===== config.mk =====
export PLATFORM = sky130hd
export DESIGN_NAME = caption_line_serializer
export DESIGN_NICKNAME = d
export VERILOG_FILES = /design/src/rtl/cc_pkg.sv /design/src/rtl/cc_bit_timer.sv /design/src/rtl/cc_pair_buffer.sv /design/src/rtl/caption_line_serializer.sv
export SDC_FILE = /design/constraint.sdc
export NUM_CORES = 1
export LEC_CHECK = 0
export BUFFER_PORTS_ARGS = -buffer_cell sky130_fd_sc_hd__buf_2
export CAP_MARGIN = 20
export CORE_UTILIZATION = 39
export CTS_CLUSTER_DIAMETER = 200
export CTS_CLUSTER_SIZE = 16
export DETAILED_ROUTE_END_ITERATION = 10
export GPL_TIMING_DRIVEN = 0
export PLACE_DENSITY = 0.54
export SKIP_CTS_REPAIR_TIMING = 1
export SLEW_MARGIN = 40
export SYNTH_ARGS = -nofsm -noshare
export SYNTH_HDL_FRONTEND = slang
export SYNTH_SLANG_ARGS = --single-unit

===== constraint.sdc =====
create_clock -name clk -period 3.55 [get_ports clk]
set_input_delay 0.5325 -clock clk [delete_from_list [all_inputs] [get_ports clk]]
set_output_delay 0.5325 -clock clk [all_outputs]
set_load 0.005 [all_outputs]

===== src/rtl/cc_pkg.sv =====
package cc_pkg;
  typedef logic [7:0] cc_byte_t;

  typedef struct packed {
    cc_byte_t second;
    cc_byte_t first;
  } cc_pair_t;

  localparam cc_pair_t CC_NULL_PAIR = '{second: 8'h80, first: 8'h80};
  localparam int CC_RUNIN_SLOTS = 14;
  localparam int CC_FRAME_BITS  = 19;
  localparam int CC_TOTAL_SLOTS = CC_RUNIN_SLOTS + 2 * CC_FRAME_BITS;
endpackage


===== src/rtl/cc_bit_timer.sv =====
module cc_bit_timer #(
  parameter int SPL_A = 1716,
  parameter int SPL_B = 1728,
  parameter int STEP  = 32,
  localparam int SPL_MAX = (SPL_A > SPL_B) ? SPL_A : SPL_B,
  localparam int ACC_W   = $clog2(SPL_MAX + STEP + 1)
) (
  input  logic clk,
  input  logic rst_n,
  input  logic clear,
  input  logic run,
  input  logic sel_b,
  output logic half_tick
);
  logic [ACC_W-1:0] acc, acc_n, spl, half;

  assign spl   = sel_b ? ACC_W'(SPL_B) : ACC_W'(SPL_A);
  assign half  = spl >> 1;
  assign acc_n = acc + ACC_W'(STEP);
  assign half_tick = run && ((acc < half && acc_n >= half) || (acc_n >= spl));

  always_ff @(posedge clk or negedge rst_n) begin
    if (!rst_n)          acc <= '0;
    else if (clear)      acc <= '0;
    else if (run) begin
      if (acc_n >= spl)  acc <= acc_n - spl;
      else               acc <= acc_n;
    end
  end

  // accumulator always stays below the line length
  p_acc_range_r6: assert property (@(posedge clk) disable iff (!rst_n)
    acc < ACC_W'(SPL_MAX));
endmodule


===== src/rtl/cc_pair_buffer.sv =====
module cc_pair_buffer
  import cc_pkg::*;
(
  input  logic     clk,
  input  logic     rst_n,
  input  logic     wr_en,
  input  cc_pair_t wr_pair,
  input  logic     take,
  output logic     pending,
  output cc_pair_t pair_out
);
  cc_pair_t hold;

  always_ff @(posedge clk or negedge rst_n) begin
    if (!rst_n) begin
      pending <= 1'b0;
      hold    <= CC_NULL_PAIR;
    end else if (wr_en) begin
      pending <= 1'b1;
      hold    <= wr_pair;
    end else if (take) begin
      pending <= 1'b0;
    end
  end

  assign pair_out = pending ? hold : CC_NULL_PAIR;

  // an accepted write leaves the buffer full
  p_write_fills_r2: assert property (@(posedge clk) disable iff (!rst_n)
    wr_en |=> pending);
  // a held pair stays unchanged until its line takes it
  p_hold_kept_r11: assert property (@(posedge clk) disable iff (!rst_n)
    (pending && !take) |=> (pending && $stable(hold)));
endmodule


===== src/rtl/caption_line_serializer.sv =====
module caption_line_serializer
  import cc_pkg::*;
#(
  parameter int LINE_W    = 10,
  parameter int HPOS_W    = 11,
  parameter int OFS_W     = 3,
  parameter int LVL_W     = 10,
  parameter int LINE_BASE = 21,
  parameter int START_PIX = 260,
  parameter int SPL_60    = 1716,
  parameter int SPL_50    = 1728,
  parameter int BIT_MUL   = 32,
  parameter int LVL_LO    = 240,
  parameter int LVL_HI    = 512,
  localparam int SLOT_W   = $clog2(CC_TOTAL_SLOTS + 1),
  localparam int IDX_W    = $clog2(CC_FRAME_BITS)
) (
  input  logic              clk,
  input  logic              rst_n,
  input  logic [LINE_W-1:0] line_num,
  input  logic              field_id,
  input  logic [HPOS_W-1:0] hpos,
  input  logic              mode_50,
  input  logic [1:0]        field_en,
  input  logic [OFS_W-1:0]  line_ofs,
  input  logic              pair_valid,
  input  logic              pair_field,
  input  logic [15:0]       pair_data,
  output logic              pair_ready,
  output logic              cc_active,
  output logic [LVL_W-1:0]  cc_level
);
  logic [1:0]              pend;
  cc_pair_t                pair_q [2];
  logic                    start, half_tick, cur_bit;
  logic [SLOT_W-1:0]       slot, slot_off;
  logic [IDX_W-1:0]        bit_idx;
  logic [CC_FRAME_BITS-1:0] frame;
  logic [LINE_W-1:0]       target;

  assign target     = LINE_W'(LINE_BASE) + LINE_W'(line_ofs);
  assign pair_ready = !pend[pair_field];
  assign start      = !cc_active && field_en[field_id] &&
                      (line_num == target) && (hpos == HPOS_W'(START_PIX));

  for (genvar f = 0; f < 2; f++) begin : g_field
    cc_pair_buffer u_buf (
      .clk      (clk),
      .rst_n    (rst_n),
      .wr_en    (pair_valid && (pair_field == f[0]) && !pend[f]),
      .wr_pair  (cc_pair_t'(pair_data)),
      .take     (start && (field_id == f[0])),
      .pending  (pend[f]),
      .pair_out (pair_q[f])
    );
  end

  cc_bit_timer #(.SPL_A(SPL_60), .SPL_B(SPL_50), .STEP(BIT_MUL)) u_timer (
    .clk       (clk),
    .rst_n     (rst_n),
    .clear     (start),
    .run       (cc_active),
    .sel_b     (mode_50),
    .half_tick (half_tick)
  );

  always_ff @(posedge clk or negedge rst_n) begin
    if (!rst_n) begin
      cc_active <= 1'b0;
      slot      <= '0;
      frame     <= '0;
    end else if (start) begin
      cc_active <= 1'b1;
      slot      <= '0;
      frame     <= {pair_q[field_id].second, pair_q[field_id].first, 3'b100};
    end else if (cc_active && half_tick) begin
      if (slot == SLOT_W'(CC_TOTAL_SLOTS - 1)) begin
        cc_active <= 1'b0;
        slot      <= '0;
      end else begin
        slot <= slot + 1'b1;
      end
    end
  end

  assign slot_off = slot - SLOT_W'(CC_RUNIN_SLOTS);
  assign bit_idx  = IDX_W'(slot_off >> 1);

  always_comb begin
    if (slot < SLOT_W'(CC_RUNIN_SLOTS)) cur_bit = ~slot[0];
    else                                cur_bit = frame[bit_idx];
  end

  assign cc_level = (cc_active && cur_bit) ? LVL_W'(LVL_HI) : LVL_W'(LVL_LO);

  // idle output sits at the low code
  p_idle_low_r8: assert property (@(posedge clk) disable iff (!rst_n)
    !cc_active |-> cc_level == LVL_W'(LVL_LO));
  // a burst opens on a high run-in half
  p_runin_high_r4: assert property (@(posedge clk) disable iff (!rst_n)
    $rose(cc_active) |-> cc_level == LVL_W'(LVL_HI));
  // slot index never leaves the burst span
  p_slot_bound_r9: assert property (@(posedge clk) disable iff (!rst_n)
    slot < SLOT_W'(CC_TOTAL_SLOTS));
  // a burst only begins from the start condition
  p_start_cond_r3: assert property (@(posedge clk) disable iff (!rst_n)
    (!cc_active && !start) |=> !cc_active);
endmodule


-- Yosys cells after proc, flatten, opt, wreduce, memory -nomap -nowiden
Cells that the tools add are included.
- add/subtract/negate cells: 5
- order comparisons: 8
- equal/unequal tests: 3
- multiplexer cells: 27
- bitwise logic cells: 4
- reduce and logical (&&, ||, !) cells: 24
- operators by type and width (operator ; count):
    $mux W16 ; 5
    $mux W11 ; 3
    $mux W6 ; 3
    $logic_and A1 B1 Y1 ; 13
    $mux W1 ; 13
    $add A11 B6 Y11 const B ; 1
    $eq A11 B9 Y1 const B ; 1
    $ge A11 B10 Y1 ; 1
    $ge A11 B11 Y1 ; 1
    $lt A11 B10 Y1 ; 1
    $sub A11 B11 Y11 ; 1
    $eq A10 B6 Y1 ; 1
    $mux W10 ; 1
    $reduce_bool A2 Y1 ; 5
    $mux W7 ; 1
    $add A5 B3 Y6 const A ; 1
    $add A6 B1 Y6 const B ; 1
    $eq A6 B6 Y1 const B ; 1
    $lt A5 B6 Y1 const B ; 1
    $lt A6 B4 Y1 const B ; 1
    $sub A6 B4 Y6 const B ; 1
    $bmux W1 S5 ; 1
    $logic_not A1 Y1 ; 4
    $lt A1 B2 Y1 const B ; 2
    5 further kinds ; 7
- register bits after elaboration: 69
- bits of input ports: 48
- output and inout port bits: 12
- logic and storage cells: 81

-- Longest topological paths before layout
Gate-level depths: netlist (run 1).
- depth after elaboration: 8
- depth in mapped cells: 9
- gate-level depth less buffers: 9

-- Hierarchy
Synthesis (run 1) repeated with hierarchy kept, for this count alone.
- cell total of the unflattened synthesis: 409
- area, all modules: 4301.6 sq um
- modules (own cells, without submodules) (module ; instances ; cells each ; area each (sq um) ; seq. area each (sq um)):
    caption_line_serializer ; 1 ; 179 ; 1735.4 ; 600.6
    cc_pair_buffer ; 2 ; 54 ; 789.5 ; 427.9
    cc_bit_timer ; 1 ; 122 ; 987.2 ; 225.2

-- Worst setup path before layout (run 1)
Ideal clock, no wire load.
- kind: register -> output
- start point: reg slot[2]
- end point: out cc_level[5]
- arrival: 2.306 ns
- data required time: 3.017 ns
- slack: 0.712 ns
- stages on the path, launching flop included: 9
- buffers on the path: 1
- path through: dfrtp_1 > ha_1 > mux4_2 > mux2_2 > and3_1 > a21oi_1 > nor2_1 > o31ai_1 > buf_4
- longest elaborated chain between the ends: 6
- elaborated cells between the ends (all ways): 7
- classes of those cells: 1 x add/sub; 1 x order compare; 4 x mux; 1 x reduce/logical
- RTL lines (what ; line ; RTL):
    from (decl) ; caption_line_serializer.sv:36 ; logic [SLOT_W-1:0] slot, slot_off;
    from (signal assigned) ; caption_line_serializer.sv:81 ; slot <= slot + 1'b1;
    $sub A6 B4 Y6 ; caption_line_serializer.sv:86 ; assign slot_off = slot - SLOT_W'(CC_RUNIN_SLOTS);
    $bmux W1 S5 ; caption_line_serializer.sv:91 ; else cur_bit = frame[bit_idx];
    $mux W1 (not written as such) ; caption_line_serializer.sv:91 ;
    $mux W1 (*) ; caption_line_serializer.sv:90 ; if (slot < SLOT_W'(CC_RUNIN_SLOTS)) cur_bit = ~slot[0];
    $logic_and A1 B1 Y1 (*) ; caption_line_serializer.sv:94 ; assign cc_level = (cc_active && cur_bit) ? LVL_W'(LVL_HI) : LVL_W'(LVL_LO);
    $mux W10 (*) ; caption_line_serializer.sv:94 ;
    to (decl) ; caption_line_serializer.sv:31 ; output logic [LVL_W-1:0] cc_level
Every way passes the cells marked *; elsewhere a longest branch is shown, timed or not. The select of a mux whose other input is x is not followed.

-- Worst setup path after layout (run 1)
Ends and elaborated chain as after synthesis.

==> impl_metrics.tcl, run 1 <==
set metrics [dict create \
    status "completed" \
    synth_common_cells "63 x dfrtp_1, 35 x nand2_1, 33 x mux2_2" \
    grt_overflow 0 \
    yosysUniqueCellTypes 62 \
    ys_warn_count 0 \
    utilization_pct 48.5 \
    htreeDepth 3 \
    synth.largest_area_cell "dfrtp_1" \
    synth_most_common_cell "dfrtp_1" \
    wirelength_mm 8.35 \
    first_global_vias 2892 \
    antenna_found_initial 0 \
    via_count 2976 \
    critPathArrivalTime_ns 2.80 \
    port_buffers 54 \
    synthCells 371 \
    cts_root_buf "clkbuf_8" \
    globalplace.congestion 0.802 \
    setup_viol 0 \
    synth_area_mm2 0.00382 \
    cts_tree "done" \
    cts.clk_slew.worst_paths_ns 0.08 \
    numCtsBuffers 9 \
    drt_pre_antenna_iters 4 \
    max_cap_violations 0 \
    synth_area_leaders "dfrtp_1 41%, mux2_2 9.7%, ha_1 4.3%" \
    critical_path.startpoint_type "register" \
    grt_pass1_wl_mm 14.2 \
    reg2reg_slack_ns 0.79 \
    clock_sinks 67 \
    required_ns 3.02 \
    synth_top_area_share_pct 41.2 \
    synth_edf_count 0 \
    syn_avg_cell_area_um2 10.3 \
    dieArea_mm2 0.0102 \
    antenna_cells 0 \
    finClkSkew_ns 0.00571 \
    hp-class "in2reg" \
    reg2reg_to "slot[3]" \
    grtUsageTotal_pct 17.8 \
    layout-drive-gt1-share_pct 30.2 \
    layout_min_cycle_time_ns 3.34 \
    rsz0062_at_grt "no" \
    area_growth_pct 18.9 \
    crit_type "reg2out" \
    ant_nets 0 \
    worst_slew_pin_slew_ns 0.786 \
    ir_worst_vdd_uv 315 \
    pin_count 60 \
    clock.fmax_mhz 300 \
    synth_flop_cell "dfrtp_1" \
    core_area_mm2 0.00937 \
    grt_max_degree 61 \
    cts.path.max_buffers 2 \
    reg2reg_depth 9 \
    num_rows 35 \
    worst-path-max-fanout 8 \
    die_w_um 101 \
    final.period_utilization_pct 94.0 \
    drt_first_iter_violations 122 \
    hold_violations 0 \
    crit_path_start "slot[2]" \
    reg2reg_from "u_timer.acc[5]" \
    holdWs_ns 0.441 \
    fin_tns_setup_ns 0 \
    p_leak_uw 0.00198 \
    clk_latency_ns 0.33 \
    slew_headroom_pct 47.2 \
    power_density_mw_per_mm2 683 \
    dp_hpwl_mm 6.21 \
    synthArstFlopShare_pct 100 \
    nets 503 \
    ys_seq_elements 67 \
    cp-end-kind "output pin" \
    yosysSeqAreaShare_pct 44.0 \
    min_from "pair_data[9]" \
    slew_viol_final 0 \
    drc 0 \
    die_y_um 101 \
    crit_path_end "cc_level[5]" \
    avgRoutedWirePerCell_um 14.5 \
    viasPerCell 5.17 \
    initial_core_util_pct 40.8 \
]
[per-layer routing]
layer | track usage [%] | routed length [um] | share of wire [%]
met1 | 24.1 | 4130 | 49
met2 | 29.1 | 3850 | 46
met3 | 4.30 | 341 | 4.1
met4 | 3.79 | 31 | 0.37
met5 | 0 | 0 | 0
[stage by stage]
step | instance area (um2) | instances | power [uW] | worst slack (ns)
finish | 4550 | 576 | 3110 | 0.214
global route | 4550 | 576 | 3340 | 0.00390
CTS | 4530 | 575 | 3130 | 0.0451
detailed placement | 4310 | 559 | 2400 | 0.415
global placement | 4270 | 558 | 2370 | 0.462
floorplan | 3840 | 375 | 2110 | 0.712
[power by group]
group | internal (uW) | switching [uW] | total [uW]
registers | 1030 | 172 | 1200
clock network | 419 | 291 | 710
logic | 580 | 617 | 1200
total | 2030 | 1080 | 3110
[flip-flops by register name, indices dropped and copies added, names as in the netlist]
name                   flops
u_timer.acc                9
frame                     17
g_field.u_buf.pending      2
g_field.u_buf.hold        32
slot                       6
cc_active                  1
[worst max-delay path: stages, from the launching register on]
cell and delay (ns):
dfrtp_1 0.46, ha_2 0.43, mux4_2 0.33, mux2_2 0.27, and3_1 0.17, a21oi_1 0.13, nor2_1 0.08, o31ai_2 0.32
buf_4 0.16, buf_2 0.10
[logic make-up (layout without fill, tap and decap cells)]
| group | count (synthesis) | count (layout) | synth area share (%) |
|---|---|---|---|
| AO/OA/AOI/OAI | 98 | 98 | 17.3 |
| flip-flops | 67 | 67 | 44.0 |
| multiplexers | 43 | 43 | 13.3 |
| AND/OR/NAND/NOR | 98 | 98 | 13.5 |
| other | 1 | 5 | 0.0980 |
| XOR/XNOR | 12 | 12 | 2.75 |
| adder cells (fa/ha/maj) | 13 | 13 | 4.25 |
| buffers and inverters | 39 | 111 | 4.81 |
[how the worst min path moves through the flow]
stage	endpoint	slack [ns]	depth (start not counted)
floorplan	cc_active	0.24	0
global placement	frame[2]	0.45	1
detailed placement	u_timer.acc[10]	0.34	1
CTS	u_timer.acc[10]	-0.03	1
global route	g_field[1].u_buf.hold[3]	0.42	2
finish	g_field[1].u_buf.hold[9]	0.44	2
[area by class of cell]
| type | instances | area, um2 |
|---|---|---|
| Buffer | 26 | 135 |
| Clock buffer | 11 | 141 |
| Clock inverter | 5 | 85.1 |
| Fill cell | 923 | 4820 |
| Inverter | 13 | 48.8 |
| Multi-Input combinational cell | 269 | 1980 |
| Sequential cell | 67 | 1680 |
| Tap cell | 129 | 161 |
| Timing Repair Buffer | 56 | 314 |
[placed cells by master (no fill, tap or decap), drive strengths merged, types with 3 or more instances in the layout]
master	instances
a211oi	3
a21oi	13
a22o	3
a22oi	15
and2	5
and3	3
buf	69
clkbuf	23
conb	5
dfrtp	63
dfstp	4
ha	13
inv	13
mux2	33
mux2i	7
mux4	3
nand2	35
nand2b	4
nand3	12
nor2	10
nor2b	5
nor3b	6
nor4b	3
o21a	4
o21ai	34
o22ai	6
or3	3
xnor2	8
xor2	4
Note: power is estimated with default switching activity, not from simulation.
==> run 2, diff against run 1 <==
Settings changed: CORE_UTILIZATION 39 to 45, PLACE_DENSITY 0.54 to 0.62, SLEW_MARGIN 40 to 15.
==> impl_metrics.tcl, run 2 (synthesis gave the netlist of run 1 again) <==
set metrics [dict create \
    status "completed" \
    p_leak_uw 0.00194 \
    cts.clk_slew.worst_paths_ns 0.07 \
    first_global_vias 3011 \
    clk_latency_ns 0.34 \
    rsz0062_at_grt "no" \
    dp_hpwl_mm 6.17 \
    htreeDepth 3 \
    wirelength_mm 8.14 \
    ir_worst_vdd_uv 350 \
    reg.largest.list "g_field.u_buf.hold (32), frame (17), u_timer.acc (9)" \
    utilization_pct 54.0 \
    layout_min_cycle_time_ns 3.35 \
    largest_reg_flops 32 \
    grtUsageTotal_pct 20.6 \
    dieArea_mm2 0.00887 \
    globalplace.congestion 0.834 \
    die_w_um 94.2 \
    cts_root_buf "clkbuf_8" \
    cts_tree "done" \
    reg2reg_to "slot[3]" \
    worst-path-max-fanout 9 \
    setup_viol 0 \
    drt_first_iter_violations 164 \
    crit_path_start "slot[1]" \
    antenna_found_initial 0 \
    pin_count 60 \
    required_ns 3.02 \
    avgRoutedWirePerCell_um 14.8 \
    crit_type "reg2out" \
    layout-drive-gt1-share_pct 30.3 \
    ant_nets 0 \
    worst_slew_pin_slew_ns 0.758 \
    power_density_mw_per_mm2 662 \
    cpMaxStageDelayCell "mux4_2" \
    place_ws_ns 0.392 \
    crit_path_end "cc_level[6]" \
    hp-class "in2async" \
    fin_tns_setup_ns 0 \
    grt_max_degree 36 \
    viasPerCell 5.48 \
    p_sw_uw 1080 \
    crit_chain "buf_2 > mux4_2 > mux2_2 > and3_1 > a21oi_1 > nor2_1 > o31ai_2 > buf_4 > buf_2" \
    grt_pass1_wl_mm 14.0 \
    clock_sinks 67 \
    fin_ws_ns 0.204 \
    pwr-share-seq_pct 40.9 \
    slew_viol_final 0 \
    critical_path_buf_inv_count 3 \
    initial_core_util_pct 46.6 \
    critical_path.startpoint_type "register" \
    largest_register "g_field.u_buf.hold" \
    crit_family "multiplexers" \
    reg2reg_depth 9 \
    num_rows 33 \
    via_count 3021 \
    port_buffers 54 \
    drc 0 \
    p_int_uw 1860 \
    area_growth_pct 16.1 \
    pwr-share-clk_pct 18.6 \
    swShare_pct 36.7 \
    finClkSkew_ns 0.00669 \
    core_area_mm2 0.00822 \
    die_y_um 94.2 \
    critPathArrivalTime_ns 2.81 \
    reg2reg_from "u_timer.acc[5]" \
    hold_violations 0 \
    cp-end-kind "output pin" \
    mostFrequentLayoutCell "dfrtp_1" \
    drt_pre_antenna_iters 4 \
    max_stage_delay_ns 0.56 \
    max_cap_violations 0 \
    numCtsBuffers 9 \
    cts.path.max_buffers 2 \
    layout_common_cells "63 x dfrtp_1, 59 x buf_2, 35 x nand2_1" \
    p_comb_share_pct 40.6 \
    slew_headroom_pct 49.1 \
    crit_cells 9 \
    final.period_utilization_pct 94.3 \
    crit_top_cell "buf_2" \
    antenna_cells 0 \
    clock.fmax_mhz 299 \
    grt_overflow 0 \
    fillers 749 \
    reg2reg_slack_ns 0.82 \
    nets 502 \
]
run 2: changes by cell type in the layout (fill, tap and decap cells not counted), sizes merged:
cell         change
bufinv           -2
clkinvlp         +2
clkbuf           -1
clkinv           +1
dlygate4sd3      -1
run 2: through the flow:
| stage | total power [uW] | hold slack (ns) | instance area, um2 | std cells |
|---|---|---|---|---|
| 6_report | 2940 | 0.126 | 4440 | 551 |
| 2_1_floorplan | 2110 | 0.237 | 3840 | 375 |
| 3_3_place_gp | 2350 | 0.450 | 4240 | 534 |
| 4_1_cts | 2960 | 0.134 | 4430 | 551 |
| 3_5_place_dp | 2400 | 0.460 | 4260 | 535 |
| 5_1_grt | 3180 | 0.150 | 4440 | 551 |
run 2: power groups by stage:
stage / combinational, uW / clock (uW) / sequential, uW
finish: 1190 / 546 / 1200
CTS: 1200 / 567 / 1200
global route: 1350 / 595 / 1230
floorplan: 949 / 0 / 1160
global placement: 1150 / 0 / 1200
detailed placement: 1190 / 0 / 1210
run 2: layer usage:
metal  up-vias  part of all wire, %  global-route usage, %
met5         -                    0                      0
met3         5                  4.1                   5.02
met2        65                   47                   33.4
li1       1484                    -                      -
met1      1467                   48                   27.0
met4         0                 0.80                   6.15
run 2: worst min-delay path by stage:
stage	startpoint	to	slack (ns)	cells past startpoint
after detailed placement	frame[2]	frame[2]	0.46	1
final	rst_n	u_timer.acc[9]	0.13	1
after CTS	rst_n	u_timer.acc[10]	0.13	1
after floorplan	rst_n	cc_active	0.24	0
after global placement	frame[2]	frame[2]	0.45	1
after global routing	rst_n	u_timer.acc[10]	0.15	1
run 2: layout make-up:
cell class                      count  area (um2)  share of cell area, %
Multi-Input combinational cell    269        1980                   44.6
Clock inverter                      6        41.3                  0.930
Timing Repair Buffer               55         293                   6.59
Inverter                           13        48.8                   1.10
Clock buffer                       10         128                   2.87
Sequential cell                    67        1680                   37.9
Buffer                             26         135                   3.04
Tap cell                          105         131                   2.96
run 2: worst reg2reg max path, cell delays in order, from the launching register on:
cell and delay [ns]:
dfrtp_1 0.48, ha_1 0.38, ha_1 0.23, inv_1 0.08
o22ai_1 0.07, a221oi_1 0.61, a211o_1 0.21, buf_2 0.20
nand2_1 0.12, a32o_1 0.24
==> run 3, diff against run 2 <==
Settings changed: PLACE_DENSITY 0.62 to unset, PLACE_DENSITY_LB_ADDON set to 0.1.
==> impl_metrics.tcl, run 3 (synthesis gave the netlist of run 1 again) <==
set metrics [dict create \
    reg.largest.list "g_field.u_buf.hold (32), frame (17), u_timer.acc (9)" \
    max_cap_violations 0 \
    reg2reg_slack_ns 0.88 \
    max_stage_delay_ns 0.45 \
    port_buffers 54 \
    slew_headroom_pct 51.2 \
    power_density_mw_per_mm2 678 \
    worst_slew_pin_slew_ns 0.729 \
    holdPathEnd "g_field[0].u_buf.hold[5]" \
    clock.fmax_mhz 299 \
    via_count 3036 \
    grtUsageTotal_pct 21.0 \
    slew_viol_final 0 \
    area_growth_pct 17.5 \
    clk_latency_ns 0.35 \
    reg2reg_from "u_timer.acc[5]" \
    fin_tns_setup_ns 0 \
    layout_common_cells "63 x dfrtp_1, 59 x buf_2, 35 x nand2_1" \
    antenna_cells 0 \
    worst-path-max-fanout 8 \
    instances_no_fill 552 \
    numCtsBuffers 9 \
    cp-end-kind "output pin" \
    finClkSkew_ns 0.0132 \
    ant_nets 0 \
    core_area_mm2 0.00822 \
    nets 503 \
    drt_pre_antenna_iters 4 \
    cts.path.max_buffers 2 \
    die_w_um 94.2 \
    utilization_pct 54.7 \
    wirelength_mm 8.17 \
    htreeDepth 3 \
    grt_pass1_wl_mm 14.3 \
    largest_register "g_field.u_buf.hold" \
    critPathArrivalTime_ns 2.81 \
    crit_path_start "slot[2]" \
    crit_chain "ha_2 > mux4_2 > mux2_2 > and3_1 > a21oi_1 > nor2_1 > o31ai_2 > buf_4 > buf_2" \
    layout_min_cycle_time_ns 3.34 \
    die_y_um 94.2 \
    grt_overflow 0 \
    hold_violations 0 \
    hp-class "in2reg" \
    grt_max_degree 63 \
    reg2reg_to "slot[3]" \
    min_from "pair_data[5]" \
    first_global_vias 3043 \
    drc 0 \
    clock_sinks 67 \
    setup_viol 0 \
    p_leak_uw 0.00198 \
    globalplace.congestion 0.808 \
    hold_depth 2 \
    avgRoutedWirePerCell_um 14.8 \
    ir_worst_vdd_uv 304 \
    viasPerCell 5.50 \
    layout-drive-gt1-share_pct 30.4 \
    crit_type "reg2out" \
    place_inst 535 \
    dp_hpwl_mm 6.15 \
    required_ns 3.02 \
    final.period_utilization_pct 94.2 \
    num_rows 33 \
    cts_tree "done" \
    mostFrequentLayoutCell "dfrtp_1" \
    cts_root_buf "clkbuf_8" \
    antenna_found_initial 0 \
    drt_first_iter_violations 164 \
    largest_reg_flops 32 \
    pin_count 60 \
    status "completed" \
    critical_path.startpoint_type "register" \
    cpMaxStageDelayCell "dfrtp_1" \
    cts.clk_slew.worst_paths_ns 0.08 \
    reg2reg_depth 9 \
    rsz0062_at_grt "no" \
    initial_core_util_pct 46.6 \
    dieArea_mm2 0.00887 \
]
[run 3: changes by cell type in the layout (fill, tap and decap cells not counted)]
cell,previous run,this run
bufinv_16,0,1
clkinv_4,0,1
clkbuf_1,13,12
inv_8,0,1
dlygate4sd3_1,0,1
clkinv_2,2,1
buf_16,0,1
inv_6,1,3
clkinvlp_4,3,0
buf_12,1,0
[run 3: worst max-delay path, delay by kind of cell, from the launching register on]
| family | cells | cell delay [ns] |
|---|---|---|
| AND/OR/NAND/NOR | 2 | 0.25 |
| multiplexers | 2 | 0.62 |
| AO/OA/AOI/OAI | 2 | 0.45 |
| flip-flops | 1 | 0.45 |
| adder cells (fa/ha/maj) | 1 | 0.43 |
| buffers and inverters | 2 | 0.26 |
[run 3: worst max-delay path by stage]
stage                              to  slack (ns)  depth (start not counted)
after floorplan           cc_level[5]        0.71                          8
after global routing      cc_level[6]        0.01                          9
after global placement    cc_level[5]        0.45                          9
final                     cc_level[6]        0.21                          9
after detailed placement  cc_level[6]        0.42                          9
after CTS                 cc_level[6]        0.03                          9
[run 3: per-stage QoR]
stage / total power [uW] / cell area [um2] / setup slack (ns) / hold slack, ns
after floorplan: 2110 / 3840 / 0.712 / 0.237
after global placement: 2350 / 4240 / 0.447 / 0.449
after detailed placement: 2390 / 4270 / 0.418 / 0.361
after CTS: 3060 / 4480 / 0.0342 / -0.0234
after global routing: 3290 / 4490 / 0.00980 / 0.407
final: 3050 / 4490 / 0.207 / 0.425
[run 3: power breakdown]
part / switching (uW) / internal [uW]
clock network: 325 / 337
registers: 168 / 1030
logic: 610 / 579
[run 3: layout make-up]
type                            instances  area [um2]
Clock buffer                            9         124
Tap cell                              105         131
Sequential cell                        67        1680
Timing Repair Buffer                   56         310
Inverter                               13        48.8
Fill cell                             732        3720
Buffer                                 26         135
Clock inverter                          7        81.3
Multi-Input combinational cell        269        1980
[run 3: routing by layer]
layer,track usage (%),share of wire [%]
met4,5.13,0.97
met1,28.2,46
met5,0,0
met2,33.5,49
met3,5.58,3.9
